<file path="src/rtl/flash_seq.sv">
module flash_seq #(
  parameter int AW     = 20,
  parameter int LW     = 16,
  parameter int SETTLE = 4
) (
  input  logic          clk,
  input  logic          rst_n,
  input  logic          req_valid,
  output logic          req_ready,
  input  logic          req_erase,
  input  logic [AW-1:0] req_addr,
  input  logic [7:0]    req_data,
  input  logic [LW-1:0] poll_limit,
  output logic [AW-1:0] fl_addr,
  output logic [7:0]    fl_wdata,
  output logic          fl_we,
  output logic          fl_re,
  input  logic [7:0]    fl_rdata,
  output logic          done,
  output logic [7:0]    done_status,
  output logic          done_timeout,
  output logic          done_error
);

  typedef enum logic [3:0] {
    S_IDLE, S_C1, S_C2, S_C3, S_SETTLE, S_STAT, S_POLL, S_FINAL, S_RST
  } st_t;

  localparam logic [LW-1:0] SETTLE_LAST = (SETTLE > 0) ? LW'(SETTLE - 1) : '0;
  localparam logic [7:0]    ERR_MASK    = 8'h3A;

  st_t           st;
  logic          er_q;
  logic [AW-1:0] addr_q;
  logic [7:0]    data_q;
  logic [LW-1:0] lim_q, cnt;

  wire last_poll = ({1'b0, cnt} + 1'b1) >= {1'b0, lim_q};

  always_ff @(posedge clk or negedge rst_n) begin
    if (!rst_n) begin
      st           <= S_IDLE;
      er_q         <= 1'b0;
      addr_q       <= '0;
      data_q       <= '0;
      lim_q        <= LW'(1);
      cnt          <= '0;
      done         <= 1'b0;
      done_status  <= '0;
      done_timeout <= 1'b0;
      done_error   <= 1'b0;
    end else begin
      done <= 1'b0;
      case (st)
        S_IDLE: if (req_valid) begin
          er_q   <= req_erase;
          addr_q <= req_addr;
          data_q <= req_data;
          lim_q  <= (poll_limit == '0) ? LW'(1) : poll_limit;
          st     <= S_C1;
        end
        S_C1: st <= S_C2;
        S_C2: st <= er_q ? S_C3 : S_STAT;
        S_C3: begin
          cnt <= '0;
          st  <= (SETTLE > 0) ? S_SETTLE : S_STAT;
        end
        S_SETTLE: begin
          if (cnt == SETTLE_LAST) st <= S_STAT;
          else cnt <= cnt + 1'b1;
        end
        S_STAT: begin
          cnt <= '0;
          st  <= S_POLL;
        end
        S_POLL: begin
          if (fl_rdata[7]) st <= S_FINAL;
          else if (last_poll) begin
            done_status  <= fl_rdata;
            done_error   <= |(fl_rdata & ERR_MASK);
            done_timeout <= 1'b1;
            st           <= S_RST;
          end else cnt <= cnt + 1'b1;
        end
        S_FINAL: begin
          done_status  <= fl_rdata;
          done_error   <= |(fl_rdata & ERR_MASK);
          done_timeout <= 1'b0;
          st           <= S_RST;
        end
        S_RST: begin
          done <= 1'b1;
          st   <= S_IDLE;
        end
        default: st <= S_IDLE;
      endcase
    end
  end

  assign req_ready = (st == S_IDLE);
  assign fl_addr   = addr_q;
  assign fl_we     = (st == S_C1) || (st == S_C2) || (st == S_C3) ||
                     (st == S_STAT) || (st == S_RST);
  assign fl_re     = (st == S_POLL) || (st == S_FINAL);

  always_comb begin
    case (st)
      S_C1:    fl_wdata = er_q ? 8'h50 : 8'h40;
      S_C2:    fl_wdata = er_q ? 8'h20 : data_q;
      S_C3:    fl_wdata = 8'hD0;
      S_STAT:  fl_wdata = 8'h70;
      S_RST:   fl_wdata = 8'hFF;
      default: fl_wdata = 8'h00;
    endcase
  end


  done_pulse_chk: assert property (@(posedge clk) disable iff (!rst_n)
    done |=> !done);


  reset_write_then_done_chk: assert property (@(posedge clk) disable iff (!rst_n)
    (st == S_RST) |=> done);


  done_when_idle_chk: assert property (@(posedge clk) disable iff (!rst_n)
    done |-> req_ready);


  addr_held_chk: assert property (@(posedge clk) disable iff (!rst_n)
    (!req_ready && st != S_RST) |=> $stable(fl_addr));


  erase_confirm_chk: assert property (@(posedge clk) disable iff (!rst_n)
    (fl_we && fl_wdata == 8'h20 && er_q) |=> (fl_we && fl_wdata == 8'hD0));


  timeout_not_ready_chk: assert property (@(posedge clk) disable iff (!rst_n)
    (done && done_timeout) |-> !done_status[7]);


  error_bits_chk: assert property (@(posedge clk) disable iff (!rst_n)
    done |-> (done_error == |(done_status & ERR_MASK)));

endmodule

</file>
<file path="config.mk">
export PLATFORM = sky130hd
export DESIGN_NAME = flash_seq
export DESIGN_NICKNAME = d
export VERILOG_FILES = /design/src/rtl/flash_seq.sv
export SDC_FILE = /design/constraint.sdc
export NUM_CORES = 1
export LEC_CHECK = 0
export BUFFER_PORTS_ARGS = -buffer_cell sky130_fd_sc_hd__buf_2
export CELL_PAD_IN_SITES_DETAIL_PLACEMENT = 1
export CELL_PAD_IN_SITES_GLOBAL_PLACEMENT = 2
export CORE_MARGIN = 5
export CORE_UTILIZATION = 34
export CTS_BUF_LIST = sky130_fd_sc_hd__clkbuf_16
export CTS_CLUSTER_SIZE = 16
export DETAILED_ROUTE_END_ITERATION = 12
export GPL_ROUTABILITY_DRIVEN = 0
export GPL_TIMING_DRIVEN = 0
export PLACE_DENSITY = 0.9
export SLEW_MARGIN = 10
export SYNTH_ARGS = -nofsm -noshare
export SYNTH_HDL_FRONTEND = slang
export SYNTH_SLANG_ARGS = --single-unit
</file>
<file path="constraint.sdc">
create_clock -name clk -period 3.8 [get_ports clk]
set_input_delay 1.14 -clock clk [delete_from_list [all_inputs] [get_ports clk]]
set_output_delay 1.14 -clock clk [all_outputs]
set_load 0.005 [all_outputs]
</file>
==> results of run 1 <==
## worst reg2reg max path: cells and delay by family, from the launching register on
kind	cells	cell delay, ns
AND/OR/NAND/NOR	6	1.76
XOR/XNOR	1	0.18
flip-flops	1	0.41
AO/OA/AOI/OAI	3	0.71
buffers and inverters	1	0.16
adder cells (fa/ha/maj)	1	0.29
## logic make-up after synthesis
family / count (synthesis)
AOI/OAI and AO/OA: 57
xor gates and xnor gates: 15
adders and majority gates: 17
buffers and inverters: 50
DFF: 76
muxes: 65
and+or+nand+nor: 96
## stage by stage
stage,util (%),setup TNS [ns]
floorplan,-,0
global placement,40.0,-0.654
detailed placement,40.2,-4.91
CTS,43.1,0
global route,43.3,0
finish,43.3,0
## cell usage in the layout (no fill, tap or decap), types with 11 or more instances in the layout
master     n
buf_2    102
dfrtp_1   74
mux2_2    50
inv_1     34
nand2_1   30
a21oi_1   20
ha_1      16
o21ai_0   15
nor2_1    14
xnor2_1   12
mux2i_1   12
nand3_1   11
## state kept, by name, summed over array words and instances (netlist names), 4 cells and up
signal and cells:
cnt 16, data_q 8, done_status 8, fl_addr 20, lim_q 16, st 4
## final cells by class
class	count	area, sq um	area share (%)
Timing Repair Buffer	101	531	10.3
Clock inverter	7	75.1	1.46
Clock buffer	9	225	4.39
Buffer	15	71.3	1.39
Multi-Input combinational cell	250	2010	39.2
Inverter	35	131	2.56
Tap cell	147	184	3.58
Sequential cell	76	1900	37.1
## timing repair
item                       in CTS  in global routing
hold buffers                    0                  0
setup endpoints to repair      26                 26
pin swaps                       1                  1
gates resized for setup         3                  5
buffers inserted                3                  0
## cell usage after synthesis (6+ instances only)
| master | n | area share (%) |
|---|---|---|
| mux2_2 | 50 | 14 |
| buf_2 | 6 | 0.74 |
| mux2i_1 | 12 | 2.9 |
| nand3_1 | 11 | 1.4 |
| nor4_1 | 10 | 1.5 |
| ha_1 | 17 | 5.2 |
| a21oi_1 | 20 | 2.5 |
| nand2_1 | 30 | 2.8 |
| o21ai_0 | 15 | 1.8 |
| dfrtp_1 | 75 | 46 |
| nor2_1 | 15 | 1.4 |
| xnor2_1 | 13 | 2.8 |
| clkbuf_1 | 6 | 0.55 |
| inv_1 | 34 | 3.1 |
## where the power goes
group	switching [mW]	internal [mW]	leakage [nW]
Combinational	0.913	0.828	1.39
Sequential	0.223	1.17	0.934
Clock	0.351	0.512	0.140
## path summary, 6_finish.rpt
check                             endpoint  slack, ns
worst max-delay path               cnt[12]       0.18
worst min-delay path            fl_addr[2]       0.49
worst max register to register     cnt[12]       0.18
worst min register to register  fl_addr[2]       0.49
max in group asynchronous        lim_q[10]       2.44
min in group asynchronous            st[1]       0.76
## per-layer routing
| layer | GRT usage (%) | vias to the layer above |
|---|---|---|
| li1 | - | 1548 |
| met3 | 4.24 | 25 |
| met1 | 19.5 | 1653 |
| met2 | 30.0 | 83 |
| met5 | 0 | - |
| met4 | 8.02 | 0 |
==> results.sh, run 1 <==
export IMPL_min_period_ns=3.62
export IMPL_power_mw=4.00
export IMPL_grt_max_degree=44
export IMPL_ys_async_sr_fraction_pct=100
export IMPL_syn_num_nets=449
export IMPL_dr_wl_met3_um=551
export IMPL_grt_pass1_wl_um=19300
export IMPL_antennaDiodeCount=0
export IMPL_core_area_sq_mm=0.0119
export IMPL_synth_top_family_by_area="multiplexers"
export IMPL_place_inst=621
export IMPL_reg2reg_depth=12
export IMPL_htree_num_levels=3
export IMPL_synth_compound_area_share_pct=9.73
export IMPL_ir_worst_vdd_mv=0.335
export IMPL_final_setup_worst_slack_ns=0.180
export IMPL_cp_top_family="simple AND/OR/NAND/NOR gates"
export IMPL_clockRootBuffer="clkbuf_16"
export IMPL_wl_met1_um=4600
export IMPL_slew_headroom_pct=58.6
export IMPL_hp_start="fl_addr[2]"
export IMPL_drive_gt1_share_pct=39.6
export IMPL_post_drt_wl_per_cell_um=18.0
export IMPL_die_h_um=120
export IMPL_numCtsBuffers=9
export IMPL_fin_area_sq_mm=0.00513
export IMPL_rows=40
export IMPL_boundaryPins=98
export IMPL_top_layer="met4"
export IMPL_fmax_mhz=276
export IMPL_drc=0
export IMPL_path_buf_inv=1
export IMPL_setup_viol=0
export IMPL_dieArea_sq_mm=0.0143
export IMPL_wl_um=11500
export IMPL_ctsLongestPathBuffers=2
export IMPL_whs_path_depth=1
export IMPL_worst_path_most_repeated_cell="nand3_1"
export IMPL_muxShareOfSynthArea_pct=17.6
export IMPL_antenna_found_initial=0
export IMPL_worst_path_max_delay_cell="nor4_2"
export IMPL_r2r_start="cnt[5]"
export IMPL_portBuffers=97
export IMPL_worstSetupPathType="reg -> reg"
export IMPL_clkTransAtPathRegs_ns=0.06
export IMPL_synth_area_sq_mm=0.00408
export IMPL_min_path_type="reg -> reg"
export IMPL_avgSynthCellArea_sq_um=10.8
export IMPL_power_density_mw_per_mm2=779
export IMPL_n_fill_cell=1305
export IMPL_grt_pass1_vias=3749
export IMPL_critPathRequiredTime_ns=4.03
export IMPL_tightest_slew_ns=0.621
export IMPL_cts_tree="yes"
export IMPL_insertion_delay_ns=0.34
export IMPL_synth_edf_count=0
export IMPL_hold_viol=0
export IMPL_fin_skew_ns=0.00840
export IMPL_status="finished, final reports clean"
export IMPL_routed_via_density=5.17
export IMPL_synthFlopType="dfrtp_1"
export IMPL_syn_inst=376
export IMPL_crit_path_max_fanout=6
export IMPL_timing_hold_ws_ns=0.485
export IMPL_met2_length_um=6050
export IMPL_startpoint="cnt[5]"
export IMPL_timing_final_crit_share_pct=95.3
export IMPL_synth_simple_area_share_pct=12.6
export IMPL_worstPathArrival_ns=3.85
export IMPL_grt_remaining_overflow=0
export IMPL_placed_cell_area_sq_mm=0.00477
export IMPL_ys_seq_elements=76
export IMPL_start_util_pct=34.4
export IMPL_power_leakage_nw=2.46
export IMPL_areaGrowthSynthToFinish_pct=25.8
export IMPL_postRouteAntennaNets=0
export IMPL_nets=561
export IMPL_rsz0062_at_grt="no"
export IMPL_track_usage_pct=17.1
export IMPL_synthAdderAreaFrac_pct=5.22
export IMPL_synth_xor_area_share_pct=3.22
export IMPL_yosysUniqueCellTypes=55
export IMPL_critical_path_cell_chain="nand3_1 -> nor4_2 -> nand3_1 -> xnor2_1 -> ha_1 -> nand3_1 -> nor3_2 -> nand2_1 -> a31oi_4 -> a21oi_4 -> buf_4 -> a41o_2"
export IMPL_instances_no_fill=640
export IMPL_critPathCaptureType="register"
export IMPL_crit_cells=12
export IMPL_dpl_hpwl_um=9040
export IMPL_max_stage_delay_ns=0.59
export IMPL_ys_seq_area_share_pct=46.7
export IMPL_start_kind="register"
export IMPL_yosys_warnings=0
export IMPL_drtIter0Drc=109
export IMPL_cts_sinks=76
export IMPL_slew_viol_final=0
export IMPL_firstDrtPassIters=4
export IMPL_drv_cap=0
export IMPL_post_place_ws_ns=-0.235
export IMPL_fp_dieW_um=120
export IMPL_route_vias_total=3309
Power figures use the tool's default switching activity.
==> run 2: changes to the inputs <==
Settings changed: GPL_TIMING_DRIVEN 0 to 1.
==> results.sh, run 2 (synthesis gave the netlist of run 1 again) <==
export IMPL_status="finished, final reports clean"
export IMPL_fin_area_sq_mm=0.00502
export IMPL_min_path_type="reg -> reg"
export IMPL_nets=547
export IMPL_timing_final_crit_share_pct=94.6
export IMPL_final_cell_mix="96 x buf_2, 75 x dfrtp_1, 50 x mux2_2, 35 x inv_1, 30 x nand2_1"
export IMPL_htree_num_levels=3
export IMPL_power_leakage_nw=2.42
export IMPL_setup_viol=0
export IMPL_wl_met1_um=4510
export IMPL_met2_length_um=5430
export IMPL_track_usage_pct=16.0
export IMPL_ctsLongestPathBuffers=2
export IMPL_boundaryPins=98
export IMPL_slew_viol_final=0
export IMPL_mostFrequentLayoutCell="buf_2"
export IMPL_fp_dieW_um=120
export IMPL_postRouteAntennaNets=0
export IMPL_drc=0
export IMPL_crit_path_max_fanout=7
export IMPL_wl_um=10800
export IMPL_route_vias_total=3165
export IMPL_drv_cap=0
export IMPL_largest_register_ffs=20
export IMPL_place_inst=610
export IMPL_clockRootBuffer="clkbuf_16"
export IMPL_instances_no_fill=626
export IMPL_fmax_mhz=278
export IMPL_antennaDiodeCount=0
export IMPL_clkTransAtPathRegs_ns=0.06
export IMPL_numCtsBuffers=9
export IMPL_worstPathArrival_ns=3.84
export IMPL_die_h_um=120
export IMPL_top_layer="met4"
export IMPL_antenna_found_initial=0
export IMPL_setup_tns_ns=0
export IMPL_grt_remaining_overflow=0
export IMPL_routed_via_density=5.06
export IMPL_critPathCaptureType="register"
export IMPL_grt_pass1_vias=3626
export IMPL_drtIter0Drc=82
export IMPL_areaGrowthSynthToFinish_pct=23.2
export IMPL_grt_pass1_wl_um=18400
export IMPL_cts_sinks=76
export IMPL_tightest_slew_ns=1.04
export IMPL_core_area_sq_mm=0.0119
export IMPL_hold_viol=0
export IMPL_start_kind="register"
export IMPL_min_period_ns=3.60
export IMPL_rsz0062_at_grt="no"
export IMPL_start_util_pct=34.4
export IMPL_rows=40
export IMPL_fin_skew_ns=0.00721
export IMPL_post_drt_wl_per_cell_um=17.3
export IMPL_firstDrtPassIters=4
export IMPL_cts_tree="yes"
export IMPL_portBuffers=97
export IMPL_dpl_hpwl_um=8250
export IMPL_dieArea_sq_mm=0.0143
export IMPL_power_density_mw_per_mm2=771
export IMPL_postCtsSetupRepairBufs=0
export IMPL_r2r_slack_ns=0.20
export IMPL_dr_wl_met3_um=681
export IMPL_worstSetupPathType="reg -> reg"
export IMPL_critPathRequiredTime_ns=4.05
export IMPL_placed_cell_area_sq_mm=0.00472
export IMPL_drive_gt1_share_pct=38.4
export IMPL_insertion_delay_ns=0.34
export IMPL_slew_headroom_pct=30.4
export IMPL_grt_max_degree=77
export IMPL_ir_worst_vdd_mv=0.304
-- run 2: cell count changes in the layout (fill, tap and decap cells not counted), sizes merged --
cell      change
inv           -1
clkinv        -1
clkbuf        -6
clkinvlp      +2
buf           -8
-- run 2: critical path, cell delays in order (launching register included) --
cell and delay (ns):
dfrtp_1 0.47, ha_2 0.29, nand4_4 0.13, nor4_4 0.41, nand3_2 0.15, xnor2_1 0.15
ha_1 0.31, a21o_1 0.19, a21o_1 0.20, a211oi_4 0.29, a31oi_4 0.17, a21oi_4 0.29
buf_4 0.23, mux2i_1 0.22
-- run 2: final cells by class --
cell class | count | area [sq um]
fill | 1323 | 6840
multi-input combinational | 250 | 1990
sequential | 76 | 1900
timing repair buffer | 102 | 526
clock buffer | 9 | 225
tap | 147 | 184
inverter | 35 | 131
clock inverter | 7 | 68.8
-- run 2: stage by stage --
step,hold slack [ns],worst slack (ns),util [%],power [mW]
finish,0.484,0.205,42.4,3.87
global route,0.505,0.0406,42.4,4.19
CTS,0.489,0.108,42.2,3.92
detailed placement,0.477,0.142,39.8,3.05
global placement,0.470,0.381,39.8,2.95
floorplan,0.461,0.542,-,2.48
-- run 2: metal layers --
layer / GRT usage, % / up-vias
met1: 18.9 / 1554
li1: - / 1519
met4: 5.73 / 0
met2: 27.3 / 76
met5: 0 / -
met3: 5.33 / 16
-- run 2: path summary, 6_finish.rpt --
check                           start    endpoint  cells after the start
max                            cnt[0]      cnt[5]                     13
min                        fl_addr[2]  fl_addr[2]                      1
max reg2reg                    cnt[0]      cnt[5]                     13
min reg2reg                fl_addr[2]  fl_addr[2]                      1
max in group asynchronous       rst_n      cnt[5]                      1
min in group asynchronous       rst_n   data_q[4]                      1
-- run 2: power breakdown --
group / leakage, nW / switching [mW] / internal [mW] / total [mW]
Combinational: 1.35 / 0.820 / 0.772 / 1.59
Sequential: 0.935 / 0.270 / 1.17 / 1.44
Clock: 0.135 / 0.341 / 0.505 / 0.846
-- run 2: repair_timing --
action                     CTS  global route
setup endpoints to repair    0            15
resized for setup            0             3
hold buffers                 0             0
